**src/rtl/refdiv_pkg.sv**
```systemverilog
package refdiv_pkg;

  // Smallest divide ratio the divider accepts.
  localparam int unsigned MIN_RATIO = 3;

  // Strobes passed from the counting control to the datapath.
  typedef struct packed {
    logic wrap;       // terminal reference tick of the current period
    logic takeRatio;  // wrap with a legal requested ratio
  } divStrobe_t;

endpackage

```
**src/rtl/refdiv_ctrl.sv**
```systemverilog
module refdiv_ctrl
  import refdiv_pkg::*;
#(
  parameter int unsigned RATIO_W = 15
) (
  input  logic               clk,
  input  logic               rstN,
  input  logic               refTick,
  input  logic [RATIO_W-1:0] activeRatio,
  input  logic [RATIO_W-1:0] ratioIn,
  output divStrobe_t         strb
);

  localparam logic [RATIO_W-1:0] MIN_R = RATIO_W'(MIN_RATIO);
  localparam logic [RATIO_W-1:0] ONE   = RATIO_W'(1);

  logic [RATIO_W-1:0] tickCount;
  logic [RATIO_W-1:0] lastIdx;
  logic               atLast;
  logic               ratioLegal;

  // The period ends on tick number activeRatio, which is index activeRatio-1.
  assign lastIdx    = activeRatio - ONE;
  assign atLast     = (tickCount >= lastIdx);
  assign ratioLegal = (ratioIn >= MIN_R);

  always_comb begin
    strb           = '0;
    strb.wrap      = refTick && atLast;
    strb.takeRatio = refTick && atLast && ratioLegal;
  end

  always_ff @(posedge clk or negedge rstN) begin
    if (!rstN) begin
      tickCount <= '0;
    end else if (refTick) begin
      if (atLast) tickCount <= '0;
      else        tickCount <= tickCount + ONE;
    end
  end

endmodule

```
**src/rtl/refdiv_dp.sv**
```systemverilog
module refdiv_dp
  import refdiv_pkg::*;
#(
  parameter int unsigned RATIO_W = 15
) (
  input  logic               clk,
  input  logic               rstN,
  input  divStrobe_t         strb,
  input  logic [RATIO_W-1:0] ratioIn,
  input  logic               fbTick,
  input  logic               polarity,
  output logic [RATIO_W-1:0] activeRatio,
  output logic               cmpTick,
  output logic               chargeUp,
  output logic               chargeDown
);

  localparam logic [RATIO_W-1:0] RESET_RATIO = RATIO_W'(MIN_RATIO);

  logic refSide;
  logic fbSide;
  logic bothSet;
  logic refSideNext;
  logic fbSideNext;

  // The adopted ratio only moves at a terminal tick, and only to a legal value.
  always_ff @(posedge clk or negedge rstN) begin
    if (!rstN) begin
      activeRatio <= RESET_RATIO;
    end else if (strb.takeRatio) begin
      activeRatio <= ratioIn;
    end
  end

  always_ff @(posedge clk or negedge rstN) begin
    if (!rstN) cmpTick <= 1'b0;
    else       cmpTick <= strb.wrap;
  end

  // Three-state detector. When both sides are set, both clear. Events that
  // arrive during that clearing cycle start the next comparison.
  assign bothSet = refSide && fbSide;

  always_comb begin
    if (bothSet) begin
      refSideNext = cmpTick;
      fbSideNext  = fbTick;
    end else begin
      refSideNext = refSide || cmpTick;
      fbSideNext  = fbSide  || fbTick;
    end
  end

  always_ff @(posedge clk or negedge rstN) begin
    if (!rstN) begin
      refSide <= 1'b0;
      fbSide  <= 1'b0;
    end else begin
      refSide <= refSideNext;
      fbSide  <= fbSideNext;
    end
  end

  // The polarity bit picks which side drives the source command.
  always_comb begin
    if (polarity) begin
      chargeUp   = fbSide;
      chargeDown = refSide;
    end else begin
      chargeUp   = refSide;
      chargeDown = fbSide;
    end
  end

endmodule

```
**src/rtl/refdiv_pfd_top.sv**
```systemverilog
module refdiv_pfd_top
  import refdiv_pkg::*;
#(
  parameter int unsigned RATIO_W = 15,
  parameter int unsigned RSVD_W  = 4
) (
  input  logic               clk,
  input  logic               rstN,
  input  logic               refTick,
  input  logic               fbTick,
  input  logic [RATIO_W-1:0] divRatio,
  input  logic               polarity,
  input  logic [RSVD_W-1:0]  modeRsvd,
  output logic               cmpTick,
  output logic               chargeUp,
  output logic               chargeDown,
  output logic               rsvdFlag
);

  divStrobe_t         strb;
  logic [RATIO_W-1:0] activeRatio;

  refdiv_ctrl #(.RATIO_W(RATIO_W)) ctrl_i (
    .clk        (clk),
    .rstN       (rstN),
    .refTick    (refTick),
    .activeRatio(activeRatio),
    .ratioIn    (divRatio),
    .strb       (strb)
  );

  refdiv_dp #(.RATIO_W(RATIO_W)) dp_i (
    .clk        (clk),
    .rstN       (rstN),
    .strb       (strb),
    .ratioIn    (divRatio),
    .fbTick     (fbTick),
    .polarity   (polarity),
    .activeRatio(activeRatio),
    .cmpTick    (cmpTick),
    .chargeUp   (chargeUp),
    .chargeDown (chargeDown)
  );

  // The reserved bits feed nothing but this flag.
  assign rsvdFlag = |modeRsvd;

endmodule

```
**config.mk**
```make
export PLATFORM = sky130hd
export DESIGN_NAME = refdiv_pfd_top
export DESIGN_NICKNAME = d
export VERILOG_FILES = /design/src/rtl/refdiv_pkg.sv /design/src/rtl/refdiv_ctrl.sv /design/src/rtl/refdiv_dp.sv /design/src/rtl/refdiv_pfd_top.sv
export SDC_FILE = /design/constraint.sdc
export NUM_CORES = 1
export LEC_CHECK = 0
export BUFFER_PORTS_ARGS = -buffer_cell sky130_fd_sc_hd__clkbuf_2
export CAP_MARGIN = 10
export CORE_MARGIN = 2
export CORE_UTILIZATION = 62
export DETAILED_ROUTE_END_ITERATION = 12
export GPL_TIMING_DRIVEN = 0
export PLACE_DENSITY = 0.85
export SLEW_MARGIN = 0
export SYNTH_ARGS = -nofsm -noshare
export SYNTH_HDL_FRONTEND = slang
export SYNTH_HIERARCHICAL = 1
export SYNTH_SLANG_ARGS = --single-unit
```
**constraint.sdc**
```tcl
create_clock -name clk -period 11.16 [get_ports clk]
set_clock_uncertainty 0.05 [all_clocks]
set_input_delay 1.674 -clock clk [delete_from_list [all_inputs] [get_ports clk]]
set_output_delay 1.674 -clock clk [all_outputs]
set_load 0.05 [all_outputs]
```
After elaboration in Yosys (flattened, before gate mapping)
Cells that the tools add are included.
{ "totals": {"register_bits": 33, "in_bits": 24, "output_inout_bits": 4, "elab_cells": 20} }
{ "classes": {"add_sub_neg": 2, "order_cmp": 2, "muxes": 5, "reduce_logical": 6} }
{ "op_table": {"columns": ["op", "count"], "rows": [
  ["adder 15 x 1 -> 15 bit (second input constant)", 1],
  [">= comparator 15 bit", 1],
  [">= comparator 15 x 2 -> 1 bit (second input constant)", 1],
  ["two-way mux 15 bit", 1],
  ["subtractor 15 x 1 -> 15 bit (second input constant)", 1],
  ["two-way mux 1 bit", 4],
  ["OR reduction 4 bit", 1],
  ["logical AND 1 bit", 3],
  ["logical OR 1 bit", 2]
]} }

Logic depth before layout (Yosys ltp)
{ "logic_depth": {"ltp_word": 4, "depth_mapped": 16, "ltp_nobuf": 14} }

Modules after synthesis
The synthesis kept the hierarchy.
{ "by_module_without_submodules": {"columns": ["module", "instances", "cells_per_inst", "area_per_inst_um2", "seq_area_each_um2"], "rows": [
  ["refdiv_ctrl", 1, 163, 1430.1, 375.4],
  ["refdiv_dp", 1, 43, 730.7, 452.9],
  ["refdiv_pfd_top", 1, 1, 7.5, 0.0]
]} }

Worst setup path before layout
Ideal clock, no wire load.
{ "synth_path": {"path_type": "input -> output", "startpoint": "input polarity", "endpoint": "output chargeDown", "arrival_ps": 2760, "t_required_ps": 9436, "slack_ps": 6676, "cell_stages": 1, "path_buffers": 0, "cell_sequence": "o21ai_0"} }
{ "synth_between": {"elab_chain_cells": 1} }
{ "synth_lines": {"columns": ["element", "line_no", "rtl"], "rows": [
  ["start: declaration", "refdiv_pfd_top.sv:12", "input logic polarity,"],
  ["two-way mux 1 bit", "refdiv_dp.sv:66", "if (polarity) begin"],
  ["end: declaration", "refdiv_pfd_top.sv:16", "output logic chargeDown,"]
]} }
No other way between the ends.

Final worst setup path
{ "layout_path": {"startpoint": "input modeRsvd[1]", "endpoint": "output rsvdFlag"} }
{ "layout_between": {"elab_chain_cells": 1} }
{ "layout_lines": {"columns": ["element", "line_no", "rtl"], "rows": [
  ["start: declaration", "refdiv_pfd_top.sv:13", "input logic [RSVD_W-1:0] modeRsvd,"],
  ["OR reduction 4 bit", "refdiv_pfd_top.sv:46", "assign rsvdFlag = |modeRsvd;"],
  ["end: declaration", "refdiv_pfd_top.sv:17", "output logic rsvdFlag"]
]} }
No other way between the ends.

==> qor.yml <==
finalPower_uw: 606
synth-edff-count: 0
whs_ps: 410
required_ps: 9440
leakagePower_nw: 1.09
cts_resized: 0
syn_area_mm2: 0.00217
ant_nets: 0
post_cts_buffers: 0
fin_setup_tns_ps: 0
postSynth.asyncResetShare_pct: 100
grt_overflow: 0
synth_top_family_by_area: "simple AND/OR/NAND/NOR gates"
cts_buffers: 5
ys_ff_latch: 33
critPathLaunch: "modeRsvd[1]"
drv_cap: 0
worstSkewPairLatency_ps: 340
cts_max_path_buffers: 2
start_kind: "input pin"
final_net_count: 282
hpwl_um: 3060
slew_headroom_pct: 45.4
postSynthCellCount: 207
root_buffer: "clkbuf_4"
wl_per_cell_um: 13.5
die_area_mm2: 0.00399
tritoncts: "built"
ir_drop_mv: 0.147
first_global_vias: 1541
synth_mux_area_share_pct: 9.98
r2r_start: "dp_i/activeRatio[5]"
worst_slew_pin_slew_ps: 819
grt_util_all_layers_pct: 22.4
layout-drive-gt1-share_pct: 27.7
p_per_area_mw_per_mm2: 249
clkTransAtPathRegs_ps: 100
diodes: 0
gp_congestion: 0.839
period_share_pct: 37.8
io_pins: 28
cts_hold_buf: 0
grt_max_degree: 34
hold_path.startpoint: "dp_i/cmpTick"
synth.distinct_cells: 41
end_kind: "output pin"
synth_compound_area_share_pct: 12.2
hold_viol_final: 0
path_max_fanout: 1
core-area_mm2: 0.00334
drc: 0
rows: 21
arrival_ps: 2500
io_buffers: 27
min_path_type: "flip-flop to flip-flop"
ys_dominant_reg_cell: "dfrtp_1"
grt_pass1_wl_um: 6970
ys_seq_area_share_pct: 38.2
grt_antenna_before_repair: 0
path_class: "input pin to output pin"
status: "completed"
via_per_inst: 5.60
period_needed_ps: 4220
start_util_pct: 65.0
cts_max_level: 2
vias: 1613
rsz0062_at_grt: "false"
cts_sinks: 33
dieWidth_um: 63.1
fmax_mhz: 237
syn2layout_area_growth_pct: 12.1
wl_um: 3890
fillerInstances: 263
synthSimpleGateAreaFrac_pct: 19.9
synth-xor-area-share_pct: 6.46
avgSynthCellArea_um2: 10.5
first_pass_iters: 4
finalSetupViolCount: 0
drt_iter0_markers: 63
report.final.slew_viol_count: 0
ys_warn_count: 6
synth_nets: 248
die_y_um: 63.1
synth_fa_ha_area_share_pct: 9.81
==> placed cells by master (no fill, tap or decap), types with 6 or more instances in the layout <==
| master | netlist | routed |
|---|---|---|
| dfrtp_1 | 31 | 31 |
| clkbuf_2 | 0 | 27 |
| ha_1 | 17 | 17 |
| nor2_1 | 14 | 14 |
| nand2_1 | 13 | 13 |
| xnor2_1 | 11 | 11 |
| o21ai_0 | 10 | 10 |
| mux2_4 | 10 | 10 |
| inv_1 | 8 | 8 |
| nand3_1 | 8 | 8 |
| a31oi_1 | 7 | 7 |
| nor2b_1 | 6 | 6 |
==> final timing paths <==
check | endpoint | slack [ps] | cells past startpoint
setup / recovery | rsvdFlag | 6940 | 3
hold / removal | dp_i/refSide | 410 | 1
setup reg to reg | dp_i/activeRatio[3] | 7360 | 13
hold reg to reg | dp_i/refSide | 410 | 1
max in group asynchronous | dp_i/activeRatio[5] | 9180 | 1
min in group asynchronous | ctrl_i/tickCount[2] | 1360 | 1
==> synthesized netlist by cell type (2+ instances only) <==
master	number	area, um2
nand3_1	8	40.0
a31oi_1	7	43.8
or3_4	2	22.5
nor2_1	14	52.6
a211oi_1	2	15.0
nor2b_1	6	37.5
o31ai_1	5	37.5
o21ai_0	10	50.1
or4_1	2	15.0
a21o_1	4	30.0
inv_1	8	30.0
and3_1	4	25.0
xor2_1	5	43.8
dfrtp_1	31	776
o311ai_2	2	32.5
nand2b_1	3	18.8
mux2_4	10	150
nand4_1	5	31.3
dfstp_2	2	52.6
nor4_1	3	18.8
nand2_1	13	48.8
and2_1	3	18.8
nor3_1	5	25.0
buf_2	2	10.0
mux2_2	5	56.3
ha_1	17	213
a21oi_1	4	20.0
xnor2_1	11	96.3
or2_2	2	12.5
==> critical path: stages <==
cell and delay, ps:
clkbuf_2 80, or4_1 500, clkbuf_2 250
==> state kept, by name, summed over array words and instances, names as in the netlist <==
signal / count
dp_i/refSide: 1
dp_i/activeRatio: 15
dp_i/fbSide: 1
dp_i/cmpTick: 1
ctrl_i/tickCount: 15
==> cell type report <==
class                      instances  area, um2  share of cell area (%)
multi-input combinational        161       1260                    52.0
sequential                        33        828                    34.1
timing repair buffer              27        135                    5.56
clock buffer                       7       65.1                    2.68
tap                               46       57.6                    2.37
buffer                             5       45.0                    1.85
inverter                           8       30.0                    1.24
clock inverter                     1       5.00                   0.206
==> logic make-up after synthesis <==
family,count (synthesis)
fa+ha+maj,17
mux,16
buf+inv,13
flops,33
simple gates,76
compound gates,36
xor+xnor,16
==> per-layer routing <==
metal | vias up | track usage [%] | wire length [um] | part of all wire (%)
li1 | 824 | - | - | -
met1 | 747 | 28.2 | 1760 | 45
met2 | 38 | 37.5 | 1920 | 49
met3 | 4 | 5.18 | 166 | 4.3
met4 | 0 | 8.06 | 40 | 1.0
met5 | - | 0 | 0 | 0
==> where the power goes <==
group / internal [mW] / total (mW) / switching [mW]
registers: 0.168 / 0.225 / 0.0569
clock network: 0.0365 / 0.0780 / 0.0415
logic: 0.158 / 0.303 / 0.144
==> stage by stage <==
step           area, um2  util (%)  cells  setup slack, ps
3_5_place_dp        2360      70.8    280             6940
3_3_place_gp        2360      70.8    280             6940
4_1_cts             2430      72.9    288             6940
6_report            2430      72.9    288             6940
2_1_floorplan       2170         -    207             6680
5_1_grt             2430      72.9    288             6900
(Power assumes the default switching activity.)
